File: config.mk
export PLATFORM = sky130hd
export DESIGN_NAME = hs_event_bridge
export DESIGN_NICKNAME = d
export VERILOG_FILES = /design/src/rtl/hs_event_bridge.sv
export SDC_FILE = /design/constraint.sdc
export NUM_CORES = 1
export LEC_CHECK = 0
export ABC_AREA = 1
export BUFFER_PORTS_ARGS = -buffer_cell sky130_fd_sc_hd__buf_2
export CAP_MARGIN = 0
export CORE_MARGIN = 2
export CORE_UTILIZATION = 42
export CTS_BUF_LIST = sky130_fd_sc_hd__clkbuf_8
export DETAILED_ROUTE_END_ITERATION = 8
export PLACE_DENSITY = 0.71
export SYNTH_ARGS = -nofsm -noshare
export SYNTH_HDL_FRONTEND = slang
export SYNTH_SLANG_ARGS = --single-unit
File: constraint.sdc
create_clock -name clk -period 1.18 [get_ports clk]
set_clock_uncertainty 0.05 [all_clocks]
set_input_delay 0.118 -clock clk [delete_from_list [all_inputs] [get_ports clk]]
set_output_delay 0.118 -clock clk [all_outputs]
set_load 0.02 [all_outputs]
File: src/rtl/hs_event_bridge.sv
`timescale 1ns/1ps
module hs_event_bridge #(
  parameter int N_EV   = 4,
  parameter int N_OUT  = 3,
  parameter int ADDR_W = 4
) (
  input  logic                  clk,
  input  logic                  rst_n,
  input  logic [ADDR_W-1:0]     bus_addr,
  input  logic [15:0]           bus_wdata,
  input  logic                  bus_we,
  input  logic                  bus_oe,
  output logic [15:0]           bus_rdata,
  output logic                  irq,
  input  logic [N_EV-1:0]       ev_stb,
  input  logic [N_EV*8-1:0]     ev_val,
  output logic [N_OUT-1:0]      out_stb,
  output logic [N_OUT*8-1:0]    out_val
);
  localparam int VW     = 8;
  localparam int CMD_A  = N_EV;
  localparam int OUT_A  = N_EV + 1;

  logic [N_EV-1:0] occ, ovr, mode, en, f_occ, f_ovr;
  logic [VW-1:0]   val   [N_EV];
  logic [VW-1:0]   f_val [N_EV];
  logic [15:0]     rd;

  wire             cmd_wr = bus_we && (bus_addr == ADDR_W'(CMD_A));
  wire             freeze = cmd_wr && bus_wdata[0];
  wire [N_EV-1:0]  ack    = cmd_wr ? bus_wdata[8 +: N_EV] : '0;

  always_ff @(posedge clk or negedge rst_n) begin
    if (!rst_n) begin
      occ <= '0; ovr <= '0; mode <= '0; en <= '0;
      f_occ <= '0; f_ovr <= '0;
      for (int i = 0; i < N_EV; i++) begin
        val[i]   <= '0;
        f_val[i] <= '0;
      end
    end else begin
      if (freeze) begin
        f_occ <= occ;
        f_ovr <= ovr;
        for (int i = 0; i < N_EV; i++) f_val[i] <= val[i];
      end
      for (int i = 0; i < N_EV; i++) begin
        occ[i] <= ev_stb[i] | (occ[i] & ~ack[i]);
        ovr[i] <= ~ack[i] & (ovr[i] | (ev_stb[i] & occ[i]));
        if (ev_stb[i]) val[i] <= ev_val[i*VW +: VW];
        if (bus_we && bus_addr == ADDR_W'(i)) begin
          mode[i] <= bus_wdata[1];
          en[i]   <= bus_wdata[3];
        end
      end
    end
  end

  assign irq = |(occ & mode & en);

  always_ff @(posedge clk or negedge rst_n) begin
    if (!rst_n) begin
      out_stb <= '0;
      out_val <= '0;
    end else begin
      for (int j = 0; j < N_OUT; j++) begin
        out_stb[j] <= bus_we && (bus_addr == ADDR_W'(OUT_A + j));
        if (bus_we && bus_addr == ADDR_W'(OUT_A + j))
          out_val[j*VW +: VW] <= bus_wdata[15:8];
      end
    end
  end

  always_comb begin
    rd = '0;
    for (int i = 0; i < N_EV; i++)
      if (bus_addr == ADDR_W'(i))
        rd = {f_val[i], 4'b0000, en[i], f_ovr[i], mode[i], f_occ[i]};
    for (int j = 0; j < N_OUT; j++)
      if (bus_addr == ADDR_W'(OUT_A + j))
        rd = {out_val[j*VW +: VW], 8'h00};
  end

  assign bus_rdata = bus_oe ? rd : '0;


  rd_idle_chk: assert property (@(posedge clk) disable iff (!rst_n)
    !bus_oe |-> bus_rdata == 16'h0000);


  irq_src_chk: assert property (@(posedge clk) disable iff (!rst_n)
    $rose(irq) |-> $past(|ev_stb || bus_we));

  for (genvar i = 0; i < N_EV; i++) begin : g_ev_chk

    set_chk: assert property (@(posedge clk) disable iff (!rst_n)
      ev_stb[i] |=> occ[i] && val[i] == $past(ev_val[i*VW +: VW]));

    ovr_chk: assert property (@(posedge clk) disable iff (!rst_n)
      (ev_stb[i] && occ[i] && !ack[i]) |=> ovr[i]);

    ack_chk: assert property (@(posedge clk) disable iff (!rst_n)
      (ack[i] && !ev_stb[i]) |=> !occ[i] && !ovr[i]);

    frz_chk: assert property (@(posedge clk) disable iff (!rst_n)
      freeze |=> f_occ[i] == $past(occ[i]) && f_val[i] == $past(val[i]));
  end

  for (genvar j = 0; j < N_OUT; j++) begin : g_out_chk

    out_pulse_chk: assert property (@(posedge clk) disable iff (!rst_n)
      (bus_we && bus_addr == ADDR_W'(OUT_A + j)) |=>
        out_stb[j] && out_val[j*VW +: VW] == $past(bus_wdata[15:8]));

    out_quiet_chk: assert property (@(posedge clk) disable iff (!rst_n)
      !(bus_we && bus_addr == ADDR_W'(OUT_A + j)) |=> !out_stb[j]);
  end
endmodule

* Word-level counts from Yosys, hierarchy flattened
Cells that the tools add are included.
** Storage, ports and cells
- Output and inout bits :: 44
- Register bits after elaboration :: 115
** Cells by class
- Equality and inequality tests :: 7
- Mux-type cells :: 9
- Bitwise logic cells :: 26
- Reductions and logical operators :: 11
** Operators by type and width (number)
- $mux 16 :: 8
- $eq 4x3->1 const B :: 4
- $and 1x1->1 :: 12
- $logic_and 1x1->1 :: 9
- $and 4x4->4 :: 2
- $eq 4x2->1 const B :: 2
- $or 1x1->1 :: 8
- $eq 4x1->1 const B :: 1
- $logic_not 4->1 :: 1
- $mux 4 :: 1
- $not 1->1 :: 4
- $reduce_or 4->1 :: 1

* Longest topological paths before layout
Gate-level depths: netlist (run 1).
- Depth after elaboration :: 9
- Depth in mapped cells :: 10
- Gate-level depth less buffers :: 9

* Least setup slack after synthesis (run 1)
No wires, ideal clock.
- Path kind :: input to output
- Start :: in bus_addr[3]
- End :: out bus_rdata[12]
- Cell stages on the path :: 10
- Path slack :: -0.200 ns
- Data arrival time :: 1.212 ns
- Cell sequence :: inv_1 -> nand2_1 -> nor2_2 -> buf_4 -> nand2_1 -> nand2_1 -> inv_1 -> nand2_1 -> nand2_1 -> a21oi_1
** Between the ends
- Longest elaborated chain between the ends :: 9
- Elaborated cells between the ends (all ways) :: 15
- Those cells by class :: 6 x eq/ne; 8 x mux; 1 x reduce/logical
** Ends and longest elaborated chain
- from (decl) :: line 9 : input logic [ADDR_W-1:0] bus_addr,
- $logic_not 4->1 :: line 77 : if (bus_addr == ADDR_W'(i))
- $mux 16 (4 in series) :: line 77
- $mux 16 (2 in series) :: line 80 : if (bus_addr == ADDR_W'(OUT_A + j))
- $mux 16 (*) :: line 80
- $mux 16 (*) :: line 84 : assign bus_rdata = bus_oe ? rd : '0;
- to (decl) :: line 13 : output logic [15:0] bus_rdata,
Every way passes the cells marked *; elsewhere a longest branch is shown, timed or not.

* Final worst setup path (run 1)
- Start :: reg f_val[20] in the netlist's numbering
- End :: out bus_rdata[12]
** Between the ends
- Longest elaborated chain between the ends :: 7
** Ends and longest elaborated chain
- from (decl) :: line 26 : logic [VW-1:0] f_val [N_EV];
- from (signal, indexed assignment) :: line 39 : f_val[i] <= '0;
- $mux 16 (3 in series) :: line 77
- $mux 16 (3 in series) :: line 80
- $mux 16 :: line 84
Every way passes these cells.

==> results.md, run 1 <==
* Max-cap check violation count at 0
* PD cells at 1560 mW/mm2
* Pin count of the biggest net entering global routing at 83
* Critical path data arrival time at 1.45 ns
* Most used standard cells in the synthesized netlist: nand2_1, dfrtp_1, inv_1, o21ai_0, nand3_1
* Instance area at placement at ~0.0060 mm2
* Synthesis-stage register bit count at around 120
* Top post-synthesis cells by area: dfrtp_1, nand2_1, o21ai_0
* Setup repair after global routing missed its margin: yes
* Final hold violation count at 0
* Worst setup path class: reg -> out
* Endpoint required time on the critical path at roughly 1.0 ns
* Worst slack after detailed placement at -0.414 ns
* Fillers at 949
* Mean post-synth cell area at just over 9 um2
* Residual DRC at 0
* Startpoint class of the critical path: flip-flop
* Vias in the first global route at approximately 4400
* Post-synthesis instance area at 0.00515 mm2
* Total routing resource utilization after global routing at 0.209
* EDFF count, synth at 0
* Maximum achievable frequency at 617 MHz
* Post-detailed-route wirelength per cell at roughly 15 um
* DR pass1 iterations at 4
* Top Ports at 104
* Maximum level of the CTS H-tree at 4
* Drt via density at 4.97
* Leakage power summed over all cells at roughly 3.6 nW
* Cell chosen for the clock root: clkbuf_8
* Layout net count at 813
* Violated checks: setup timing
* Layout cell share with drive strength beyond 1 at 0.349
* Gp weighted congestion at ~0.86
* Share of async-settable or async-resettable flops after synthesis at 1.00
* Num CTS Buffers at 17
* Global-route congestion overflow total at 0
* Post-route clock period utilization at 1.37
* Clock tree from TritonCTS: built
* Sort of element at the end of the critical path: primary output
* Synth cell types at 26
* Top cell type's share of synthesized area at 0.559
* Min-delay worst type: in -> reg
* Most frequently used cell type in the post-synthesis netlist: nand2_1
* Effective utilization at floorplan at 0.430
* Clock transition at the registers of the reported paths at about 0.070 ns
* Maximum fanout encountered on the critical timing path at 2
* Layout Area Growth over Synthesis at 42.2%
* Most area-hungry cell type in the Yosys netlist: dfrtp_1
* Routed wire length at about 13 mm
* Finish-stage setup viols at 14
* Final-layout setup total negative slack at -4.73 ns
* DIE WIDTH at between 100 and 150 um
* Post-layout worst setup margin at -0.442 ns
* Post-synthesis instance total at approximately 570
* Number of buffers on the longest clock path at 2
* CTS sink cnt at 115
* Wire length of the first global-routing pass at 21.0 mm
* DRT iter0 DRCs at 258
* Antenna violations before repair at 0
* Most frequently used flop master after synthesis: dfrtp_1
* Synth warn at 0
* Filler-free cell count of the finished design at 913
* HPWL after detailed placement at about 9.1 mm
* Clock Latency Late Sink at 0.43 ns
* Final instance area at roughly 0.0073 mm2
* Final period demand of the worst path at between 1.5 and 2 ns
* Placement row count at 40
* Number of instances in the placed design at roughly 820
* Max Slew Vio Count at 0
* Number of antenna-violating nets in the routed design at 0
* Die footprint at between 0.01 and 0.015 mm2
* Die boundary height at 115 um
* Maximum VDD drop at a little under 700 uV
* Count of vias placed by the detailed router at around 4500
* Port buffer count at 94
* Share of synthesized area occupied by flip-flops and latches at 0.559
* Status: finished, violations left
* Core area at approximately 0.012 mm2
==> final timing paths <==
path	from	slack (ns)	to	cells past startpoint
worst min-delay path	ev_stb[1]	0.0002	val[19]$_DFFE_PN0P_	3
min in group asynchronous	rst_n	0.21	val[22]$_DFFE_PN0P_	3
worst max register to register	occ[3]$_DFF_PN0_	0.21	occ[3]$_DFF_PN0_	3
worst min register to register	f_val[15]$_DFFE_PN0P_	0.44	f_val[15]$_DFFE_PN0P_	2
max in group asynchronous	rst_n	0.52	out_val[8]$_DFFE_PN0P_	3
worst max-delay path	f_val[20]$_DFFE_PN0P_	-0.44	bus_rdata[12]	7
==> critical path, cell delays in order, from the launching register on <==
cell     delay (ns)
dfrtp_1        0.41
nand3_1        0.08
nand2_1        0.05
nor2_1         0.11
nand2_1        0.08
nand2_2        0.10
a21oi_4        0.06
buf_6          0.13
==> per-stage QoR <==
step | util | total power [mW] | hold WS [ns]
2_1_floorplan | - | 6.00 | -0.228
3_3_place_gp | 0.504 | 6.72 | 0.132
3_5_place_dp | 0.504 | 6.80 | 0.141
4_1_cts | 0.592 | 11.2 | 0.000651
5_1_grt | 0.612 | 11.9 | 0.0237
6_report | 0.612 | 11.4 | 0.000240
==> cells by family (layout without fill, tap and decap cells) <==
family,count (synthesis),count (layout),share of synthesized area
AND/OR/NAND/NOR,217,218,0.193
AO/OA/AOI/OAI,120,120,0.121
flip-flops,115,115,0.559
buffers and inverters,94,288,0.0822
multiplexers,20,20,0.0438
other,1,5,0.000729
==> what timing repair did <==
| action | CTS | global route |
|---|---|---|
| resized for setup | 32 | 47 |
| endpoints found under the setup margin | 30 | 34 |
| hold buffers | 45 | 0 |
| hold endpoints to repair | 187 | 0 |
| pin swaps | 19 | 34 |
| setup buffers | 7 | 12 |
| gates cloned | 0 | 1 |
==> metal layers <==
metal | track usage | vias up | wire length (um)
met5 | 0 | - | 0
met4 | 0.104 | 0 | 305
met3 | 0.0439 | 26 | 614
met2 | 0.342 | 117 | 6710
met1 | 0.263 | 2203 | 5780
li1 | - | 2196 | -
==> power by group <==
group	switching [mW]	total (mW)	internal (mW)	leakage (nW)
registers	0.429	4.99	4.56	1.41
clock network	1.62	4.18	2.56	0.215
logic	1.19	2.24	1.05	1.99
total	3.24	11.4	8.17	3.61
==> state kept, by name, summed over array words and instances, names as in the netlist <==
register	count
f_val	32
val	32
out_val	24
en	4
f_occ	4
f_ovr	4
mode	4
occ	4
ovr	4
out_stb	3
==> area by class of cell <==
type                            instances  area, um2  share of cell area
Multi-Input combinational cell        362       2030               0.278
Timing Repair Buffer                  189       1490               0.203
Clock inverter                         13        209              0.0286
Antenna cell                            1       2.50            0.000342
Inverter                               68        278              0.0380
Tap cell                              147        184              0.0251
Sequential cell                       115       2880               0.393
Clock buffer                           18        248              0.0339
==> layout by cell type (no fill, tap or decap), drive strengths merged <==
cell type    netlist  layout
a21oi             28      28
buf               14     143
bufinv             0       5
clkbuf            12      20
clkinv             0       1
clkinvlp           0       7
conb               1       4
dfrtp            115     115
diode              0       1
dlygate4sd3        0      44
inv               68      68
mux2              20      20
nand2            150     151
nand3             34      34
nand4              5       5
nor2              18      18
nor3               2       2
o21ai             92      92
or2                8       8
No activity file was read; power rests on OpenSTA's default activity.
==> run 2, diff against run 1 <==
Settings changed: ABC_CLOCK_PERIOD_IN_PS from default to 1180, SETUP_SLACK_MARGIN from default to 0.2.
==> results.md, run 2 (synthesis results as in run 1) <==
* Maximum VDD drop at around 690 uV
* Startpoint class of the critical path: flip-flop
* Worst setup path class: reg -> out
* Post-route worst hold slack at approximately 0.033 ns
* Launching element of the worst setup path: f_val[12]$_DFFE_PN0P_
* Registers with the highest flip-flop counts: f_val x32, val x32, out_val x24
* Pin count of the biggest net entering global routing at 40
* Layout cell share with drive strength beyond 1 at 0.471
* Depth of the worst register-to-register path at 4
* Hold Path Origin: ev_stb[3]
* Die footprint at between 0.01 and 0.015 mm2
* Power share of the clock group at 0.320
* Setup repair after global routing missed its margin: yes
* DRT iter0 DRCs at between 400 and 500
* Min-delay worst type: in -> reg
* Clock Latency Late Sink at approximately 0.44 ns
* Crit path top cell by count: nand2_2
* Combinational group share of total power at 0.239
* Count of vias placed by the detailed router at around 5100
* Final period demand of the worst path at between 1.5 and 2 ns
* Worst slack after detailed placement at -0.408 ns
* Violated checks: setup timing
* Global-route congestion overflow total at 0
* Slowest stage cell on the critical path: dfrtp_1
* Capture point of the worst reg-to-reg path: occ[0]$_DFF_PN0_
* Placement row count at 40
* Sort of element at the end of the critical path: primary output
* Endpoint required time on the critical path at slightly above 1 ns
* Antenna violations before repair at 0
* Wire length of the first global-routing pass at roughly 23 mm
* Leakage power summed over all cells at around 4 nW
* PD cells at approximately 1400 mW/mm2
* Switching share of power at 0.317
* Number of antenna-violating nets in the routed design at 0
* Cell chosen for the clock root: clkbuf_8
* Last element of the critical path: bus_rdata[12]
* Maximum achievable frequency at 560 MHz
* Effective utilization at floorplan at 0.430
* Drt via density at between 5 and 6
* Internal power at ~7.9 mW
* Post-detailed-route wirelength per cell at about 18 um
* Startpoint of the worst-slack reg-to-reg timing path: occ[0]$_DFF_PN0_
* Number of buffers on the longest clock path at 2
* Overall power of the completed layout at about 12 mW
* Max Slew Vio Count at 0
* Max-cap check violation count at 0
* Vias in the first global route at roughly 4700
* Worst reg2reg setup slack at ~0.16 ns
* Gp weighted congestion at 0.828
* Clock tree from TritonCTS: built
* Layout net count at roughly 850
* Post-route clock period utilization at 1.51
* Instance area at placement at 0.00606 mm2
* Residual DRC at 0
* DIE WIDTH at about 110 um
* Net load switching power at roughly 3.7 mW
* Cells traversed along the worst timing path: inv_1, nor2_1, nor2_2, nand2_2, nand2_2, a21oi_4, buf_6
* Final hold violation count at 0
* Count of cells along the worst hold path at 3
* Die boundary height at approximately 110 um
* CTS sink cnt at around 120
* Final instance area at between 0.008 and 0.009 mm2
* Filler-free cell count of the finished design at around 950
* HPWL after detailed placement at about 9.4 mm
* Post-layout worst setup margin at -0.606 ns
* Critical path data arrival time at ~1.6 ns
* Maximum level of the CTS H-tree at 4
* Core area at 0.0120 mm2
* Number of diodes at 0
* Critical Path Max Stage Delay at roughly 0.40 ns
* DR pass1 iterations at 5
* Share of total power in sequential cells at 0.441
* Top library cells by usage in the layout, fill and taps aside: dfrtp_1, nand2_1, buf_2
* Routed wire length at between 15 and 20 mm
* Final-layout setup total negative slack at -5.99 ns
* Status: finished, violations left
* Port buffer count at between 90 and 100
* Layout Area Growth over Synthesis at 59.1%
* Final core occ at 0.685
* Num CTS Buffers at 17
* Total routing resource utilization after global routing at 0.222
* Most common library cell in the layout ignoring fill and taps: dfrtp_1
* Finish-stage setup viols at 27
* Number of instances in the placed design at 818
* Maximum fanout encountered on the critical timing path at 2
* Clock transition at the registers of the reported paths at about 0.080 ns
* Top Ports at between 100 and 150
-- run 2: critical path: cells and delay by family (launching register included) --
kind                   cells  cell delay [ns]
AOI/OAI and AO/OA          1             0.12
buffers and inverters      2             0.19
DFF                        1             0.40
and+or+nand+nor            4             0.46
-- run 2: layout make-up --
class | count | area (um2)
Multi-Input combinational cell | 362 | 2420
Clock inverter | 14 | 155
Sequential cell | 115 | 2880
Tap cell | 147 | 184
Clock buffer | 18 | 248
Fill cell | 807 | 3770
Inverter | 68 | 277
Timing Repair Buffer | 223 | 2030
-- run 2: repair_timing --
item / 4_1_cts / 5_1_grt
pin swaps: 18 / 58
gates cloned: 1 / 8
endpoints found under the hold margin: 187 / 0
endpoints found under the setup margin: 58 / 96
hold buffers: 47 / 0
setup buffers: 15 / 26
resized for setup: 55 / 170
-- run 2: worst min-delay path by stage --
stage	slack [ns]	end
finish	0.03	val[5]$_DFFE_PN0P_
global route	0.04	val[1]$_DFFE_PN0P_
CTS	0.01	val[1]$_DFFE_PN0P_
detailed placement	-0.03	f_occ[1]$_DFFE_PN0P_
global placement	-0.03	en[0]$_DFFE_PN0P_
floorplan	-0.23	en[0]$_DFFE_PN0P_
-- run 2: per-layer routing --
metal | global-route usage | vias up | share of wire
met5 | 0 | - | 0
met3 | 0.0476 | 79 | 0.059
met1 | 0.269 | 2446 | 0.39
met4 | 0.124 | 0 | 0.049
li1 | - | 2266 | -
met2 | 0.368 | 267 | 0.50
-- run 2: power by group through the flow --
stage	registers, mW	logic, mW	clock network, mW
5_1_grt	5.13	2.98	3.89
4_1_cts	4.96	2.10	3.72
3_3_place_gp	5.00	1.74	0
2_1_floorplan	5.15	0.874	0
6_report	5.09	2.76	3.69
3_5_place_dp	5.03	1.80	0
==> run 3, diff against run 2 <==
Settings changed: CTS_BUF_LIST sky130_fd_sc_hd__clkbuf_8 to default.
==> results.md, run 3 (synthesis results as in run 1) <==
* Top Ports at ~100
* Routed met2 length at 9.09 mm
* Maximum VDD drop at 1010 uV
* Sort of element at the end of the critical path: primary output
* Violated checks: setup timing
* Total routing resource utilization after global routing at 0.235
* Max-cap check violation count at 0
* Cell chosen for the clock root: clkbuf_16
* Registers with the highest flip-flop counts: f_val x32, val x32, out_val x24
* Top library cells by usage in the layout, fill and taps aside: dfrtp_1, nand2_1, buf_4
* Post-layout worst setup margin at -0.567 ns
* Switching share of power at 0.302
* Post-route clock period utilization at 1.48
* Combinational group share of total power at 0.229
* Final period demand of the worst path at 1.75 ns
* Final instance area at 0.00865 mm2
* Routed wire length at 18.3 mm
* Vias in the first global route at between 4000 and 5000
* PD cells at ~1500 mW/mm2
* Net load switching power at around 4.0 mW
* Pin count of the biggest net entering global routing at 40
* Fillers at 716
* Number of diodes at 0
* Worst setup path class: reg -> out
* Num CTS Buffers at 17
* Number of buffers on the longest clock path at 2
* Met1 WL at around 7.0 mm
* Clock transition at the registers of the reported paths at around 0.060 ns
* Count of vias placed by the detailed router at between 5000 and 6000
* Layout Area Growth over Synthesis at 68.0%
* Internal power at ~9.3 mW
* Gp weighted congestion at 0.828
* Endpoint required time on the critical path at 1.01 ns
* Placement row count at 40
* Die footprint at roughly 0.013 mm2
* Layout net count at ~860
* Core area at between 0.01 and 0.015 mm2
* Drt via density at 5.45
* Maximum level of the CTS H-tree at 4
* Worst slack after detailed placement at -0.408 ns
* Power share of the clock group at 0.388
* Count of cells along the worst hold path at 3
* DR top layer: met4
* Critical path data arrival time at 1.58 ns
* Status: finished, violations left
* Final core occ at 0.723
* Instance area at placement at slightly above 0.006 mm2
* Global-route congestion overflow total at 0
* Wire length of the first global-routing pass at approximately 24 mm
* Leakage power summed over all cells at ~4.2 nW
* Layout cell share with drive strength beyond 1 at 0.488
* Most common library cell in the layout ignoring fill and taps: dfrtp_1
* Depth of the worst register-to-register path at 4
* CTS sink cnt at between 100 and 150
* Clock Latency Late Sink at 0.43 ns
* Port buffer count at 94
* Final hold violation count at 0
* Finish-stage setup viols at between 50 and 60
* Max Slew Vio Count at 0
* Post-route worst hold slack at roughly 0.033 ns
* Post-detailed-route wirelength per cell at ~19 um
* Residual DRC at 0
* Startpoint class of the critical path: flip-flop
* Met3 routed WL at around 1.1 mm
* DIE WIDTH at between 100 and 150 um
* Antenna violations before repair at 0
* Maximum achievable frequency at 573 MHz
* Share of total power in sequential cells at 0.384
* Maximum fanout encountered on the critical timing path at 3
* Number of antenna-violating nets in the routed design at 0
* Clock tree from TritonCTS: built
* Die boundary height at between 100 and 150 um
* Final-layout setup total negative slack at -7.21 ns
* Min-delay worst type: in -> reg
* DR pass1 iterations at 5
* Effective utilization at floorplan at 0.430
* Setup repair after global routing missed its margin: yes
* HPWL after detailed placement at between 9 and 10 mm
* DRT iter0 DRCs at between 500 and 600
run 3: worst paths after layout:
path                                         start              endpoint  slack (ns)
setup / recovery           out_val[10]$_DFFE_PN0P_         bus_rdata[10]       -0.57
hold reg to reg               f_val[5]$_DFFE_PN0P_  f_val[5]$_DFFE_PN0P_        0.45
max in group asynchronous                    rst_n  f_val[9]$_DFFE_PN0P_        0.52
min in group asynchronous                    rst_n     en[1]$_DFFE_PN0P_        0.07
setup reg to reg                  occ[2]$_DFF_PN0_      occ[2]$_DFF_PN0_        0.12
hold / removal                           ev_stb[2]    val[9]$_DFFE_PN0P_        0.03
run 3: repair_timing:
action / CTS / global route
setup endpoints to repair: 78 / 104
pin swaps: 41 / 65
cloned: 1 / 5
hold buffers: 44 / 0
buffers inserted: 21 / 35
endpoints found under the hold margin: 176 / 0
resized for setup: 158 / 123
run 3: area by class of cell:
cell class | instances | area [um2] | share of cell area
clock inverter | 14 | 155 | 0.0179
sequential | 115 | 2880 | 0.333
multi-input combinational | 361 | 2500 | 0.289
tap | 147 | 184 | 0.0213
clock buffer | 18 | 439 | 0.0508
inverter | 68 | 274 | 0.0317
timing repair buffer | 233 | 2220 | 0.257
run 3: through the flow:
step	total power [mW]	std cells
finish	13.3	956
global placement	6.73	818
floorplan	6.03	570
detailed placement	6.83	818
global route	13.8	956
CTS	12.5	916
run 3: power by group through the flow:
stage	logic (mW)	clock network [mW]	registers, mW
final	3.05	5.17	5.12
after global routing	3.26	5.36	5.17
after CTS	2.37	5.11	5.04
after detailed placement	1.80	0	5.03
after global placement	1.74	0	5.00
after floorplan	0.874	0	5.15
run 3: critical path, cell delays in order, from the launching register on:
cell and delay (ns):
dfrtp_1 0.41, a21oi_1 0.26, nand4_1 0.19, nand2_1 0.12
inv_2 0.05, buf_6 0.12
run 3: layer usage:
| metal | global-route usage | vias up |
|---|---|---|
| met5 | 0 | - |
| met4 | 0.129 | 0 |
| met3 | 0.0545 | 90 |
| met2 | 0.395 | 282 |
| met1 | 0.280 | 2555 |
| li1 | - | 2284 |
